`config.mk`:
```
export PLATFORM = sky130hd
export DESIGN_NAME = gpioPortOvr
export DESIGN_NICKNAME = d
export VERILOG_FILES = /design/src/rtl/gpioOvrPkg.sv /design/src/rtl/gpioOvrCtl.sv /design/src/rtl/gpioPortDp.sv /design/src/rtl/gpioPortOvr.sv
export SDC_FILE = /design/constraint.sdc
export NUM_CORES = 1
export LEC_CHECK = 0
export ABC_CLOCK_PERIOD_IN_PS = 1900
export CAP_MARGIN = 20
export CELL_PAD_IN_SITES_DETAIL_PLACEMENT = 1
export CELL_PAD_IN_SITES_GLOBAL_PLACEMENT = 1
export CORE_AREA = 5 5 82 65
export DETAILED_ROUTE_END_ITERATION = 12
export DIE_AREA = 0 0 87 70
export DONT_BUFFER_PORTS = 1
export PLACE_DENSITY = 0.63
export SKIP_LAST_GASP = 1
export SLEW_MARGIN = 20
export SYNTH_ARGS = -nofsm -noshare
export SYNTH_HDL_FRONTEND = slang
export SYNTH_HIERARCHICAL = 1
export SYNTH_SLANG_ARGS = --single-unit
```
`constraint.sdc`:
```
create_clock -name clk -period 1.9 [get_ports clk]
set_clock_uncertainty 0.15 [all_clocks]
set_input_delay 0.38 -clock clk [delete_from_list [all_inputs] [get_ports clk]]
set_output_delay 0.38 -clock clk [all_outputs]
set_load 0.05 [all_outputs]
```
`src/rtl/gpioOvrPkg.sv`:
```
package gpioOvrPkg;

  typedef struct packed {
    logic puOe;
    logic puOv;
    logic dirOe;
    logic dirOv;
    logic valOe;
    logic valOv;
    logic ieOe;
    logic ieOv;
  } pinOvr_t;

  typedef enum logic [1:0] {
    SEL_LEVEL = 2'd0,
    SEL_DIR   = 2'd1,
    SEL_PINS  = 2'd2,
    SEL_NONE  = 2'd3
  } regSel_e;

  localparam int PIN_SCK      = 0;
  localparam int PIN_MISO     = 1;
  localparam int PIN_CLKO     = 2;
  localparam int PIN_INT      = 3;
  localparam int FIRST_ANALOG = 4;

endpackage

```
`src/rtl/gpioOvrCtl.sv`:
```
module gpioOvrCtl
  import gpioOvrPkg::*;
#(
  parameter int NUM_PINS = 6,
  localparam int NUM_ADC = NUM_PINS - PIN_INT
) (
  input  logic                rstActive,
  input  logic                pullDisable,
  input  logic                levelSck,
  input  logic                levelMiso,
  input  logic                uartRxEn,
  input  logic                spiEn,
  input  logic                spiMaster,
  input  logic                spiAltSel,
  input  logic                spiSckOut,
  input  logic                spiMisoOut,
  input  logic                clkOutFuse,
  input  logic                divClk,
  input  logic                intEn,
  input  logic [NUM_ADC-1:0]  adcDis,
  output pinOvr_t [NUM_PINS-1:0] ovr
);

  logic spiMasterAlt;
  logic spiSlaveAlt;
  logic sckForceIn;
  logic clkDrive;

  assign spiMasterAlt = spiEn & spiMaster & spiAltSel;
  assign spiSlaveAlt  = spiEn & ~spiMaster & spiAltSel;
  assign sckForceIn   = uartRxEn | spiMasterAlt;
  assign clkDrive     = clkOutFuse | rstActive;

  always_comb begin
    for (int p = 0; p < NUM_PINS; p++) begin
      ovr[p] = '0;
    end

    // shared receive / SPI clock pin
    ovr[PIN_SCK].puOe  = sckForceIn;
    ovr[PIN_SCK].puOv  = levelSck & ~pullDisable;
    ovr[PIN_SCK].dirOe = sckForceIn;
    ovr[PIN_SCK].dirOv = 1'b0;
    ovr[PIN_SCK].valOe = spiMasterAlt;
    ovr[PIN_SCK].valOv = spiSckOut;

    // SPI slave-out pin
    ovr[PIN_MISO].puOe  = spiMasterAlt;
    ovr[PIN_MISO].puOv  = levelMiso & ~pullDisable;
    ovr[PIN_MISO].dirOe = spiMasterAlt;
    ovr[PIN_MISO].dirOv = 1'b0;
    ovr[PIN_MISO].valOe = spiSlaveAlt;
    ovr[PIN_MISO].valOv = spiMisoOut;

    // divided clock output pin
    ovr[PIN_CLKO].puOe  = clkDrive;
    ovr[PIN_CLKO].puOv  = 1'b0;
    ovr[PIN_CLKO].dirOe = clkDrive;
    ovr[PIN_CLKO].dirOv = 1'b1;
    ovr[PIN_CLKO].valOe = clkDrive;
    ovr[PIN_CLKO].valOv = divClk;

    // interrupt + analog pin: interrupt keeps the input alive
    ovr[PIN_INT].ieOe = adcDis[0] | intEn;
    ovr[PIN_INT].ieOv = intEn;

    // analog-only pins
    for (int k = FIRST_ANALOG; k < NUM_PINS; k++) begin
      ovr[k].ieOe = adcDis[k - PIN_INT];
      ovr[k].ieOv = 1'b0;
    end
  end

endmodule

```
`src/rtl/gpioPortDp.sv`:
```
module gpioPortDp
  import gpioOvrPkg::*;
#(
  parameter int NUM_PINS = 6,
  parameter int SYNC_STAGES = 2
) (
  input  logic                   clk,
  input  logic                   rstN,
  input  logic                   wrEn,
  input  logic [1:0]             wrSel,
  input  logic [NUM_PINS-1:0]    wrData,
  input  logic [1:0]             rdSel,
  output logic [NUM_PINS-1:0]    rdData,
  input  logic                   pullDisable,
  input  pinOvr_t [NUM_PINS-1:0] ovr,
  input  logic [NUM_PINS-1:0]    padIn,
  output logic [NUM_PINS-1:0]    padOe,
  output logic [NUM_PINS-1:0]    padOut,
  output logic [NUM_PINS-1:0]    padPullUp,
  output logic [NUM_PINS-1:0]    digIn,
  output logic [NUM_PINS-1:0]    levelReg
);

  logic [NUM_PINS-1:0] dirReg;
  logic [NUM_PINS-1:0] syncPipe [SYNC_STAGES];

  always_ff @(posedge clk or negedge rstN) begin
    if (!rstN) begin
      levelReg <= '0;
      dirReg   <= '0;
    end else if (wrEn) begin
      if (wrSel == SEL_LEVEL) levelReg <= wrData;
      if (wrSel == SEL_DIR)   dirReg   <= wrData;
    end
  end

  for (genvar i = 0; i < NUM_PINS; i++) begin : gPin
    logic puNorm;
    logic dirFin;
    logic valFin;
    logic puFin;
    logic ieFin;

    assign puNorm = levelReg[i] & ~dirReg[i] & ~pullDisable;
    assign dirFin = ovr[i].dirOe ? ovr[i].dirOv : dirReg[i];
    assign valFin = ovr[i].valOe ? ovr[i].valOv : levelReg[i];
    assign puFin  = ovr[i].puOe  ? ovr[i].puOv  : puNorm;
    assign ieFin  = ovr[i].ieOe  ? ovr[i].ieOv  : 1'b1;

    assign padOe[i]     = dirFin;
    assign padOut[i]    = valFin;
    assign padPullUp[i] = puFin & ~dirFin;
    assign digIn[i]     = padIn[i] & ieFin;
  end

  for (genvar s = 0; s < SYNC_STAGES; s++) begin : gSync
    always_ff @(posedge clk or negedge rstN) begin
      if (!rstN) begin
        syncPipe[s] <= '0;
      end else if (s == 0) begin
        syncPipe[s] <= digIn;
      end else begin
        syncPipe[s] <= syncPipe[(s == 0) ? 0 : s - 1];
      end
    end
  end

  always_comb begin
    unique case (rdSel)
      SEL_LEVEL: rdData = levelReg;
      SEL_DIR:   rdData = dirReg;
      SEL_PINS:  rdData = syncPipe[SYNC_STAGES-1];
      default:   rdData = '0;
    endcase
  end

endmodule

```
`src/rtl/gpioPortOvr.sv`:
```
module gpioPortOvr
  import gpioOvrPkg::*;
#(
  parameter int NUM_PINS = 6,
  localparam int NUM_ADC = NUM_PINS - PIN_INT
) (
  input  logic                clk,
  input  logic                rstN,
  input  logic                wrEn,
  input  logic [1:0]          wrSel,
  input  logic [NUM_PINS-1:0] wrData,
  input  logic [1:0]          rdSel,
  output logic [NUM_PINS-1:0] rdData,
  input  logic                pullDisable,
  input  logic                uartRxEn,
  input  logic                spiEn,
  input  logic                spiMaster,
  input  logic                spiAltSel,
  input  logic                spiSckOut,
  input  logic                spiMisoOut,
  input  logic                clkOutFuse,
  input  logic                divClk,
  input  logic                intEn,
  input  logic [NUM_ADC-1:0]  adcDis,
  input  logic [NUM_PINS-1:0] padIn,
  output logic [NUM_PINS-1:0] padOe,
  output logic [NUM_PINS-1:0] padOut,
  output logic [NUM_PINS-1:0] padPullUp,
  output logic [NUM_PINS-1:0] digIn
);

  pinOvr_t [NUM_PINS-1:0] ovr;
  logic [NUM_PINS-1:0]    levelReg;

  gpioOvrCtl #(.NUM_PINS(NUM_PINS)) uCtl (
    .rstActive   (~rstN),
    .pullDisable (pullDisable),
    .levelSck    (levelReg[PIN_SCK]),
    .levelMiso   (levelReg[PIN_MISO]),
    .uartRxEn    (uartRxEn),
    .spiEn       (spiEn),
    .spiMaster   (spiMaster),
    .spiAltSel   (spiAltSel),
    .spiSckOut   (spiSckOut),
    .spiMisoOut  (spiMisoOut),
    .clkOutFuse  (clkOutFuse),
    .divClk      (divClk),
    .intEn       (intEn),
    .adcDis      (adcDis),
    .ovr         (ovr)
  );

  gpioPortDp #(.NUM_PINS(NUM_PINS), .SYNC_STAGES(2)) uDp (
    .clk         (clk),
    .rstN        (rstN),
    .wrEn        (wrEn),
    .wrSel       (wrSel),
    .wrData      (wrData),
    .rdSel       (rdSel),
    .rdData      (rdData),
    .pullDisable (pullDisable),
    .ovr         (ovr),
    .padIn       (padIn),
    .padOe       (padOe),
    .padOut      (padOut),
    .padPullUp   (padPullUp),
    .digIn       (digIn),
    .levelReg    (levelReg)
  );

endmodule

```
Word level (Yosys, flattened, before mapping)

Cells that the tools add are included.

Output and inout bits: 30
Register bits after elaboration: 24
Input bits: 32
Word-level logic and storage cells: 66

Equality and inequality tests: 3
Bitwise operators: 42
Reductions and logical operators: 4
Muxes and demuxes: 13

Operators with widths:

| cell                                                | number |
|---|---|
| bitwise AND 1 bit                                   | 27 |
| one-hot mux 6 bit (3 select lines)                  | 1 |
| two-way mux 1 bit                                   | 12 |
| inverter 1 bit                                      | 12 |
| equality test 2 x 1 -> 1 bit, second input constant | 2 |
| zero test 2 bit                                     | 2 |
| AND reduction 2 bit                                 | 2 |
| bitwise OR 1 bit                                    | 3 |
| equality test 2 bit, second input constant          | 1 |

Logic depth before layout (Yosys ltp)

Depth in word-level cells: 6
Gate-level depth with buffers: 5
Mapped depth without buffers: 4

Cells and area by module

Netlist, hierarchy kept.

By module, submodules not included:

| module      | area an instance (um^2) | sequential area each (um^2) | times used | cells an instance |
|---|---|---|---|---|
| gpioPortDp  | 1,295.0                 | 600.6                       | 1          | 106 |
| gpioOvrCtl  | 395.4                   | 0.0                         | 1          | 54 |
| gpioPortOvr | 3.8                     | 0.0                         | 1          | 1 |

Worst setup path before layout

No wires, ideal clock.

Kind: input -> output
From: input port rstN
To: output port padPullUp[2]
Data arrival time: 2.002 ns
Stages: 5
Slack: -0.632 ns
Required time: 1.370 ns
Cell sequence: inv_1 > or2_1 > buf_4 > or4b_1 > a21oi_1

Cells in the longest elaborated chain, start to end: 5
Elaborated cells on any way between the ends: 6
Classes of those cells: mux (2); bitwise (4)

RTL lines:

| item                | RTL line          | RTL |
|---|---|---|
| start, declared     | gpioPortOvr.sv:8  | `input logic rstN,` |
| inverter 1 bit *    | gpioPortOvr.sv:36 | `.rstActive (~rstN),` |
| bitwise OR 1 bit *  | gpioOvrCtl.sv:32  | `assign clkDrive = clkOutFuse \| rstActive;` |
| via uCtl.clkDrive   | gpioOvrCtl.sv:27  | `logic clkDrive;` |
| two-way mux 1 bit   | gpioPortDp.sv:45  | `assign dirFin = ovr[i].dirOe ? ovr[i].dirOv : dirReg[i];` |
| inverter 1 bit      | gpioPortDp.sv:52  | `assign padPullUp[i] = puFin & ~dirFin;` |
| bitwise AND 1 bit * | gpioPortDp.sv:52  |  |
| end, declared       | gpioPortOvr.sv:28 | `output logic [NUM_PINS-1:0] padPullUp,` |

The timed path passes the listed nets; every way through them passes the cells marked *.

Worst setup path after layout

From: register uDp.dirReg[2]
To: output port padPullUp[2]

Cells in the longest elaborated chain, start to end: 5
Elaborated cells on any way between the ends: 7
Classes of those cells: mux (2); bitwise (5)

RTL lines:

| item                           | RTL line         | RTL |
|---|---|---|
| start, declared                | gpioPortDp.sv:24 | `logic [NUM_PINS-1:0] dirReg;` |
| start signal, assigned         | gpioPortDp.sv:33 | `if (wrSel == SEL_DIR) dirReg <= wrData;` |
| inverter 1 bit                 | gpioPortDp.sv:44 | `assign puNorm = levelReg[i] & ~dirReg[i] & ~pullDisable;` |
| bitwise AND 1 bit (2 in a row) | gpioPortDp.sv:44 |  |
| two-way mux 1 bit              | gpioPortDp.sv:47 | `assign puFin = ovr[i].puOe ? ovr[i].puOv : puNorm;` |
| bitwise AND 1 bit *            | gpioPortDp.sv:52 |  |

Every way passes the cells marked *; elsewhere a longest branch is shown, timed or not.

==> results.md <==
- Worst setup margin: -0.148 ns
- Result of the run: complete, but fails checks
- Final ANT Viol Nets: 0
- Slew at the pin with the worst max-slew slack: 0.548 ns
- Setup Slack @ Placement: -0.112 ns
- Count of different cell masters after synthesis: 19
- CTS tree: yes
- Gp weighted congestion: 0.633
- Floorplan die height: 70 um
- # rows: 21
- Count of endpoints failing setup in the final report: 6
- RSZ-0062 raised after global routing: true
- Placed Cells incl. Taps: 214
- Pwr Density: 894 nW/um^2
- Number of buffers and inverters on the critical path: 1
- Largest vdd supply drop: 0.000485 V
- Initial detailed-routing violation count: 12
- Achievable Freq: 488 MHz
- Data required time at the worst endpoint: 1.37 ns
- Critical path class: reg -> out
- Antenna violations before repair: 0
- Post-route minimum period: 2.05 ns
- Starting density of the core: 0.386
- Synthesized flop and latch total: 24
- First-pass GRT wire length: 6.08 mm
- Fraction of final layout cells sized beyond drive strength 1: 0.494
- Cell at the slowest stage of the critical path: sky130_fd_sc_hd__or4b_4
- Final #Nets: 205
- Diode count: 0
- Worst-path cell chain: or4b_4 > a21oi_4 > buf_12
- Hold crit path type: in -> reg
- Post-route non-filler standard cell count: 229
- Remaining DRCs: 0
- Yosys Warn Count: 6
- Post-synthesis instance area: 1690 um^2
- Highest-count cells in the layout ignoring fill and taps: sky130_fd_sc_hd__conb_1 (30), sky130_fd_sc_hd__buf_4 (26), sky130_fd_sc_hd__mux2_2 (24), sky130_fd_sc_hd__dfrtp_1 (24), sky130_fd_sc_hd__buf_12 (9)
- Overall power: 1.85 mW
- Largest driver fanout on the critical path: 2
- H-tree depth: 1
- CP endpoint kind: primary output
- First-pass DRT Iterations: 3
- Master cell of the clock root buffer: sky130_fd_sc_hd__clkbuf_8
- Hold violation total from the final report: 0
- Utilization after layout: 0.471
- Failing checks: setup timing
- Wire length per cell after detailed routing: 16.0 um
- CTS sink cnt: 24
- Total gr overflow: 0
- Setup crit start kind: flip-flop
- Most common library cell in the layout ignoring fill and taps: sky130_fd_sc_hd__conb_1
- Reg2Reg Setup Slack: 0.83 ns
- Mean area per synthesized cell: 10.5 um^2
- Routed vias: 1046
- Gate Count Post-Synth: 161
- Max stage delay on crit path: 0.55 ns
- Die Area: 6090 um^2
- Die X-Extent: 87 um
- Port-buffer cells: 0
- Routed Wire Length: 3.65 mm
- Worst rel slew slack: 0.635
- Core Footprint: 4390 um^2
- Vias in the first global route: 1220
- Io pins: 62
- Post-synthesis sequential area ratio: 0.355
- Clock slew seen by the registers of the worst setup and hold paths: 0.09 ns
- Final Max Tran Viols: 0
- CP top delay family: simple AND/OR/NAND/NOR gates
- Post-synthesis to final-layout area growth: 22.1%
- CP Data Arrival Time: 1.52 ns
- Pin count of the biggest net entering global routing: 25
- Via density per instance: 4.57
- Crit share post-route: 1.08
- Maximum clock path buffer count: 2
- Estimated wirelength of the detail-placed design: 2.87 mm
- Max-cap violation count: 0
- Number of fill cells: 483
- Clock latency of the later-clocked register in the worst-skew pair: 0.26 ns
- All-layer global routing usage: 0.127
- Static power due to leakage: 0.904 nW
- Inserted Clock Buffers: 3
-- repair_timing --
| action | 4_1_cts | 5_1_grt |
|---|---|---|
| gates resized for setup | 4 | 3 |
| endpoints found under the setup margin | 6 | 9 |
| pin swaps | 10 | 3 |
| hold buffers | 1 | 1 |
| endpoints found under the hold margin | 24 | 24 |
| buffers inserted | 9 | 0 |
-- through the flow --
step                      instance area [um^2]  hold slack, ns  TNS [ns]
after detailed placement                  1860         -0.0647    -0.214
after global routing                      2070          0.0857     -1.01
after CTS                                 2030          0.0931    -0.822
after floorplan                           1920         -0.0656    -0.609
final                                     2070           0.100    -0.671
after global placement                    1860         -0.0647    -0.150
-- power by group --
part           total, mW  switching [mW]  leakage [nW]  internal [mW]
registers          0.616          0.0409         0.290          0.575
logic              0.786           0.467         0.578          0.319
clock network      0.447           0.166        0.0357          0.282
-- routing by layer --
| metal | GRT usage | wire (um) | share of wire |
|---|---|---|---|
| met1 | 0.136 | 1310 | 0.36 |
| met2 | 0.241 | 2050 | 0.56 |
| met5 | 0 | 0 | 0 |
| met3 | 0.0400 | 282 | 0.077 |
| met4 | 0.0208 | 10 | 0.0027 |
-- cells by family after synthesis --
| group | synth area share |
|---|---|
| other cells | 0.00443 |
| buf+inv | 0.271 |
| flops | 0.355 |
| compound gates | 0.0805 |
| mux | 0.195 |
| simple gates | 0.0945 |
-- layout make-up --
class                   count  area, um^2  share of cell area
inverters                   7        26.3              0.0127
multi-input cells         100         908               0.439
flip-flops and latches     24         601               0.290
clock buffers               3        41.3              0.0200
well taps                  57        71.3              0.0345
clock inverters             1        30.0              0.0145
repair buffers             37         390               0.189
-- Yosys cell counts --
master / count / area share
sky130_fd_sc_hd__inv_1: 7 / 0.016
sky130_fd_sc_hd__buf_4: 57 / 0.25
sky130_fd_sc_hd__a21boi_0: 6 / 0.027
sky130_fd_sc_hd__o2bb2ai_1: 6 / 0.031
sky130_fd_sc_hd__and3_2: 1 / 0.0044
sky130_fd_sc_hd__nor2b_1: 3 / 0.011
sky130_fd_sc_hd__nand3b_2: 1 / 0.0066
sky130_fd_sc_hd__and3b_1: 1 / 0.0052
sky130_fd_sc_hd__conb_1: 2 / 0.0044
sky130_fd_sc_hd__dfrtp_1: 24 / 0.35
sky130_fd_sc_hd__nor3b_4: 1 / 0.011
sky130_fd_sc_hd__buf_2: 1 / 0.0030
sky130_fd_sc_hd__or2_1: 2 / 0.0074
sky130_fd_sc_hd__nand2_1: 6 / 0.013
sky130_fd_sc_hd__a31o_1: 1 / 0.0052
sky130_fd_sc_hd__mux2i_1: 6 / 0.035
sky130_fd_sc_hd__or4b_1: 6 / 0.035
sky130_fd_sc_hd__mux2_2: 24 / 0.16
sky130_fd_sc_hd__a21oi_1: 6 / 0.018
-- registers in the layout, summed over array words and instances, names as in the netlist --
name          flops
uDp/dirReg        6
uDp/levelReg      6
uDp/syncPipe     12
-- final timing paths --
check | start | to | depth (start not counted)
max in group asynchronous | rstN | uDp/dirReg[3]$_DFFE_PN0P_ | 2
max | uDp/dirReg[2]$_DFFE_PN0P_ | padPullUp[2] | 3
min | intEn | uDp/syncPipe[9]$_DFF_PN0_ | 2
max reg2reg | uDp/levelReg[1]$_DFFE_PN0P_ | uDp/levelReg[1]$_DFFE_PN0P_ | 2
min in group asynchronous | rstN | uDp/syncPipe[7]$_DFF_PN0_ | 2
min reg2reg | uDp/syncPipe[11]$_DFF_PN0_ | uDp/syncPipe[5]$_DFF_PN0_ | 0
No activity file was read; power rests on OpenSTA's default activity.
